===== config.mk =====
export PLATFORM = sky130hd
export DESIGN_NAME = pdm_ctrl
export DESIGN_NICKNAME = d
export VERILOG_FILES = /design/src/rtl/pdm_pkg.sv /design/src/rtl/pdm_cfg_reg.sv /design/src/rtl/pdm_mode_decode.sv /design/src/rtl/pdm_entry_gate.sv /design/src/rtl/pdm_out_drive.sv /design/src/rtl/pdm_ctrl.sv
export SDC_FILE = /design/constraint.sdc
export NUM_CORES = 1
export LEC_CHECK = 0
export BUFFER_PORTS_ARGS = -buffer_cell sky130_fd_sc_hd__buf_2
export CORE_AREA = 2 2 39 41
export CTS_CLUSTER_SIZE = 10
export DETAILED_ROUTE_END_ITERATION = 7
export DIE_AREA = 0 0 41 43
export PLACE_DENSITY_LB_ADDON = 0.2
export SLEW_MARGIN = 20
export SYNTH_ARGS = -nofsm -noshare
export SYNTH_HDL_FRONTEND = slang
export SYNTH_SLANG_ARGS = --single-unit

===== constraint.sdc =====
create_clock -name clk_i -period 3.6 [get_ports clk_i]
set_input_delay 1.08 -clock clk_i [delete_from_list [all_inputs] [get_ports clk_i]]
set_output_delay 1.08 -clock clk_i [all_outputs]
set_load 0.05 [all_outputs]

===== src/rtl/pdm_pkg.sv =====
package pdm_pkg;

  typedef enum logic [1:0] {
    MODE_NORMAL   = 2'd0,
    MODE_CP_HIZ   = 2'd1,
    MODE_SYNC_PD  = 2'd2,
    MODE_ASYNC_PD = 2'd3
  } pdm_mode_e;

  typedef struct packed {
    logic pwr_dn;
    logic cp_tri;
  } pdm_cfg_t;

endpackage


===== src/rtl/pdm_cfg_reg.sv =====
module pdm_cfg_reg
  import pdm_pkg::*;
(
  input  logic     clk_i,
  input  logic     rst_ni,
  input  logic     we_i,
  input  pdm_cfg_t wdata_i,
  output pdm_cfg_t cfg_o
);

  pdm_cfg_t cfg_q;

  // write port stays live in every mode
  always_ff @(posedge clk_i or negedge rst_ni) begin
    if (!rst_ni)   cfg_q <= '0;
    else if (we_i) cfg_q <= wdata_i;
  end

  assign cfg_o = cfg_q;

endmodule


===== src/rtl/pdm_mode_decode.sv =====
module pdm_mode_decode
  import pdm_pkg::*;
(
  input  logic      en_i,
  input  pdm_cfg_t  cfg_i,
  output pdm_mode_e mode_o
);

  always_comb begin
    if (!en_i) mode_o = MODE_ASYNC_PD;
    else begin
      unique case ({cfg_i.pwr_dn, cfg_i.cp_tri})
        2'b00:   mode_o = MODE_NORMAL;
        2'b01:   mode_o = MODE_CP_HIZ;
        2'b10:   mode_o = MODE_SYNC_PD;
        default: mode_o = MODE_ASYNC_PD;
      endcase
    end
  end

endmodule


===== src/rtl/pdm_entry_gate.sv =====
module pdm_entry_gate
  import pdm_pkg::*;
#(
  parameter int unsigned WAKE_DLY = 4
) (
  input  logic      clk_i,
  input  logic      rst_ni,
  input  pdm_mode_e mode_i,
  input  logic      cp_pulse_i,
  output logic      pd_o,
  output logic      hold_o
);

  localparam int unsigned CntW = $clog2(WAKE_DLY + 2);
  localparam logic [CntW-1:0] WakeLd = CntW'(WAKE_DLY);

  logic            pd_state_q;
  logic [CntW-1:0] wake_cnt_q;
  logic            async_req, sync_req;

  assign async_req = (mode_i == MODE_ASYNC_PD);
  assign sync_req  = (mode_i == MODE_SYNC_PD);

  // sync entry deferred while a pump pulse is sampled active
  always_ff @(posedge clk_i or negedge rst_ni) begin
    if (!rst_ni)                      pd_state_q <= 1'b0;
    else if (async_req)               pd_state_q <= 1'b1;
    else if (sync_req && !cp_pulse_i) pd_state_q <= 1'b1;
    else if (!sync_req)               pd_state_q <= 1'b0;
  end

  // async request bypasses the register
  assign pd_o = async_req | pd_state_q;

  always_ff @(posedge clk_i or negedge rst_ni) begin
    if (!rst_ni)                wake_cnt_q <= '0;
    else if (pd_o)              wake_cnt_q <= WakeLd;
    else if (wake_cnt_q != '0)  wake_cnt_q <= wake_cnt_q - 1'b1;
  end

  assign hold_o = pd_o | (wake_cnt_q != '0);

endmodule


===== src/rtl/pdm_out_drive.sv =====
module pdm_out_drive
  import pdm_pkg::*;
(
  input  pdm_mode_e mode_i,
  input  logic      pd_i,
  input  logic      hold_i,
  input  logic      osc_en_i,
  output logic      cp_hiz_o,
  output logic      fin_hiz_o,
  output logic      div_hold_o,
  output logic      osc_buf_en_o
);

  assign cp_hiz_o     = pd_i | (mode_i == MODE_CP_HIZ);
  assign fin_hiz_o    = pd_i;
  assign div_hold_o   = hold_i;
  assign osc_buf_en_o = osc_en_i;

endmodule


===== src/rtl/pdm_ctrl.sv =====
module pdm_ctrl
  import pdm_pkg::*;
#(
  parameter int unsigned WAKE_DLY = 4
) (
  input  logic       clk_i,
  input  logic       rst_ni,
  input  logic       en_i,
  input  logic       osc_en_i,
  input  logic       cfg_we_i,
  input  logic       cfg_tri_i,
  input  logic       cfg_pd_i,
  input  logic       cp_pulse_i,
  output logic [1:0] mode_o,
  output logic       pd_o,
  output logic       cp_hiz_o,
  output logic       fin_hiz_o,
  output logic       div_hold_o,
  output logic       osc_buf_en_o
);

  pdm_cfg_t  cfg_wr, cfg_q;
  pdm_mode_e mode;
  logic      pd, hold;

  assign cfg_wr.pwr_dn = cfg_pd_i;
  assign cfg_wr.cp_tri = cfg_tri_i;

  pdm_cfg_reg u_cfg (
    .clk_i   (clk_i),
    .rst_ni  (rst_ni),
    .we_i    (cfg_we_i),
    .wdata_i (cfg_wr),
    .cfg_o   (cfg_q)
  );

  pdm_mode_decode u_dec (
    .en_i   (en_i),
    .cfg_i  (cfg_q),
    .mode_o (mode)
  );

  pdm_entry_gate #(.WAKE_DLY(WAKE_DLY)) u_gate (
    .clk_i      (clk_i),
    .rst_ni     (rst_ni),
    .mode_i     (mode),
    .cp_pulse_i (cp_pulse_i),
    .pd_o       (pd),
    .hold_o     (hold)
  );

  pdm_out_drive u_drv (
    .mode_i       (mode),
    .pd_i         (pd),
    .hold_i       (hold),
    .osc_en_i     (osc_en_i),
    .cp_hiz_o     (cp_hiz_o),
    .fin_hiz_o    (fin_hiz_o),
    .div_hold_o   (div_hold_o),
    .osc_buf_en_o (osc_buf_en_o)
  );

  assign mode_o = mode;
  assign pd_o   = pd;

endmodule


==> flow_summary.ini <==
[critical_path]
critPathMostFrequentCell = buf_2
crit_type = in -> out
cpPeakStageDelay_ps = 230
path_delay_family = buffers and inverters
endpoint_kind = primary output
crit_chain = buf_2 > nand2b_1 > a21o_1 > or2_1 > buf_2
crit_path_start_kind = input pin
critPathLaunch = en_i
cp_slowest_cell = or2_1
path_buf_inv = 2
worstPathMaxFanout = 6
crit_required_ps = 2520
timing.rr.start = u_gate.wake_cnt_q[0]$_DFFE_PN0P_
critPathArrivalTime_ps = 1910

[drt]
via_count = 246
drt_iter0_markers = 1
drt_wl_total_um = 604
first_pass_iters = 2
avgViaCountPerCell = 4.17
drc = 0
ant_nets = 0
routedWlPerCell_um = 10.2

[pwr]
powerDensity_nw_per_um2 = 434
ir_worst_vdd_mv = 0.134
p_leak_nw = 0.182
finalPower_uw = 175

[global_route]
grt_pass1_wl_um = 945
grt_pass1_vias = 243
track_usage_pct = 8.69
grt.overflow.total = 0
antenna_found_initial = 0
grt_max_degree = 7

[timing]
setup-tns-final_ps = 0
skew_ps = 5.01
period_minus_slack_ps = 2990
finalCritPeriodShare_pct = 83.1
holdWs_ps = 542
worst_pin_slew_ps = 252
timing.fmax_mhz = 334
maxSlewHeadroom_pct = 83.3
final-hold-violation-count = 0
slew_violations = 0
finalSetupViolations = 0
rsz0062_at_grt = no

[worst_hold_path]
hold_path.class = reg -> reg
hold_path.startpoint = u_cfg.cfg_o[1]$_DFFE_PN0P_

[synthesis]
synth_edf_count = 0
syn_avg_cell_area_um2 = 10.6
yosys-top-cells-count = dfrtp_1, nand2b_1, nor2_1
yosys.area_share.simple_pct = 16.6
syn_inst = 30
synth-compound-area-share_pct = 9.88
ys_seq_elements = 6
syn-num-nets = 40
yosysUniqueCellTypes = 14
synth_top_family_by_area = simple AND/OR/NAND/NOR gates
synth_top_area_cell = dfrtp_1
syn-cell-area_um2 = 317
synth-main-ff-cell = dfrtp_1
synth.most_common_cell = dfrtp_1
synth-xor-area-share_pct = 2.77
async_reset_ff_share_pct = 100
synthAdderAreaFrac_pct = 7.91
ys_seq_area_share_pct = 47.4
synthTopCellsByArea = dfrtp_1, ha_1, nand2b_1, mux2_2, buf_4
ys_warn_count = 0
synthMuxAreaShare_pct = 7.11
synth_top_area_share_pct = 47.4

[final_layout]
nets = 55
postLayoutCellArea_um2 = 404
syn2layout_area_growth_pct = 27.7
drive_above_1_share_pct = 39.5
diodes = 0
fin_cells = 59

[clocking]
clk_path_buf_depth = 2
clkTransAtPathRegs_ps = 40
cts_setup_buffers = 0
cts_root_buf = clkbuf_4
cts_made_buffers = 3
cts_resized = 0
hold_buffers = 0
cts_tree = yes
clkSinkCount = 6
htreeDepth = 1
clk_latency_ps = 240

[place]
dp.cells = 56
place.gp.congestion = 0.515
port_buffers = 12
place_hpwl_um = 511
placed_area_um2 = 382

[die]
initial_core_util_pct = 22.9
ios = 15
die_w_um = 41
fp.dieH_um = 43
die_area_um2 = 1760
core.rowCount = 14
core_area_um2 = 1380

[run_status]
outcome = finished clean

[flow_run]
cap_violations = 0
[per-layer routing]
layer / part of all wire, % / GRT usage (%) / vias to the layer above
met5: 0 / 0 / -
met4: 0 / 8.00 / 0
met3: 12 / 6.28 / 0
met2: 48 / 10.6 / 9
met1: 40 / 9.18 / 116
li1: - / - / 121
[registers in the layout (all words and copies together) (netlist names)]
| register | cells |
|---|---|
| u_gate.pd_state_q | 1 |
| u_cfg.cfg_o | 2 |
| u_gate.wake_cnt_q | 3 |
[through the flow]
step / setup WS, ps / util, %
2_1_floorplan: 476 / -
3_3_place_gp: 626 / 27.6
3_5_place_dp: 599 / 27.6
4_1_cts: 596 / 29.2
5_1_grt: 554 / 29.2
6_report: 608 / 29.2
[layout make-up]
class / count / area, um2
Tap cell: 16 / 20.0
Timing Repair Buffer: 12 / 60.1
Sequential cell: 6 / 150
Multi-Input combinational cell: 19 / 140
Inverter: 3 / 11.3
Fill cell: 149 / 980
Clock buffer: 3 / 22.5
[worst reg2reg max path, stage by stage, from the launching register on]
cell and delay [ps]:
dfrtp_1 350, inv_1 70, ha_1 210, nand2b_1 150, nor2_1 60, a211oi_1 220
[cells in the final DEF, fill, tap and decap left out]
cell / n
a211oi_1: 1
nor2b_1: 1
buf_2: 12
a21boi_0: 1
mux2_2: 2
nand2b_1: 4
or2_1: 1
a21o_1: 1
clkbuf_4: 3
nor2_1: 4
ha_1: 2
a211o_1: 1
inv_1: 3
dfrtp_1: 6
xnor2_1: 1
[path summary, 6_finish.rpt]
path | to | slack (ps) | cells past startpoint
hold / removal | u_cfg.cfg_o[1]$_DFFE_PN0P_ | 540 | 1
min in group asynchronous | u_gate.wake_cnt_q[2]$_DFFE_PN0P_ | 650 | 1
hold reg to reg | u_cfg.cfg_o[1]$_DFFE_PN0P_ | 540 | 1
setup / recovery | div_hold_o | 610 | 5
max in group asynchronous | u_cfg.cfg_o[1]$_DFFE_PN0P_ | 2800 | 1
setup reg to reg | u_gate.wake_cnt_q[1]$_DFFE_PN0P_ | 2450 | 5
[report_power, final]
part	internal [mW]	switching [mW]	leakage [nW]
Combinational	0.0141	0.0255	0.0982
Sequential	0.0733	0.00348	0.0704
Clock	0.0375	0.0215	0.0138
[cell families after synthesis]
kind of cell	count (synthesis)
buffers and inverters	5
xor gates and xnor gates	1
and+or+nand+nor	10
muxes	2
AOI/OAI and AO/OA	4
adders and majority gates	2
DFF	6
No activity file was read; power rests on OpenSTA's default activity.
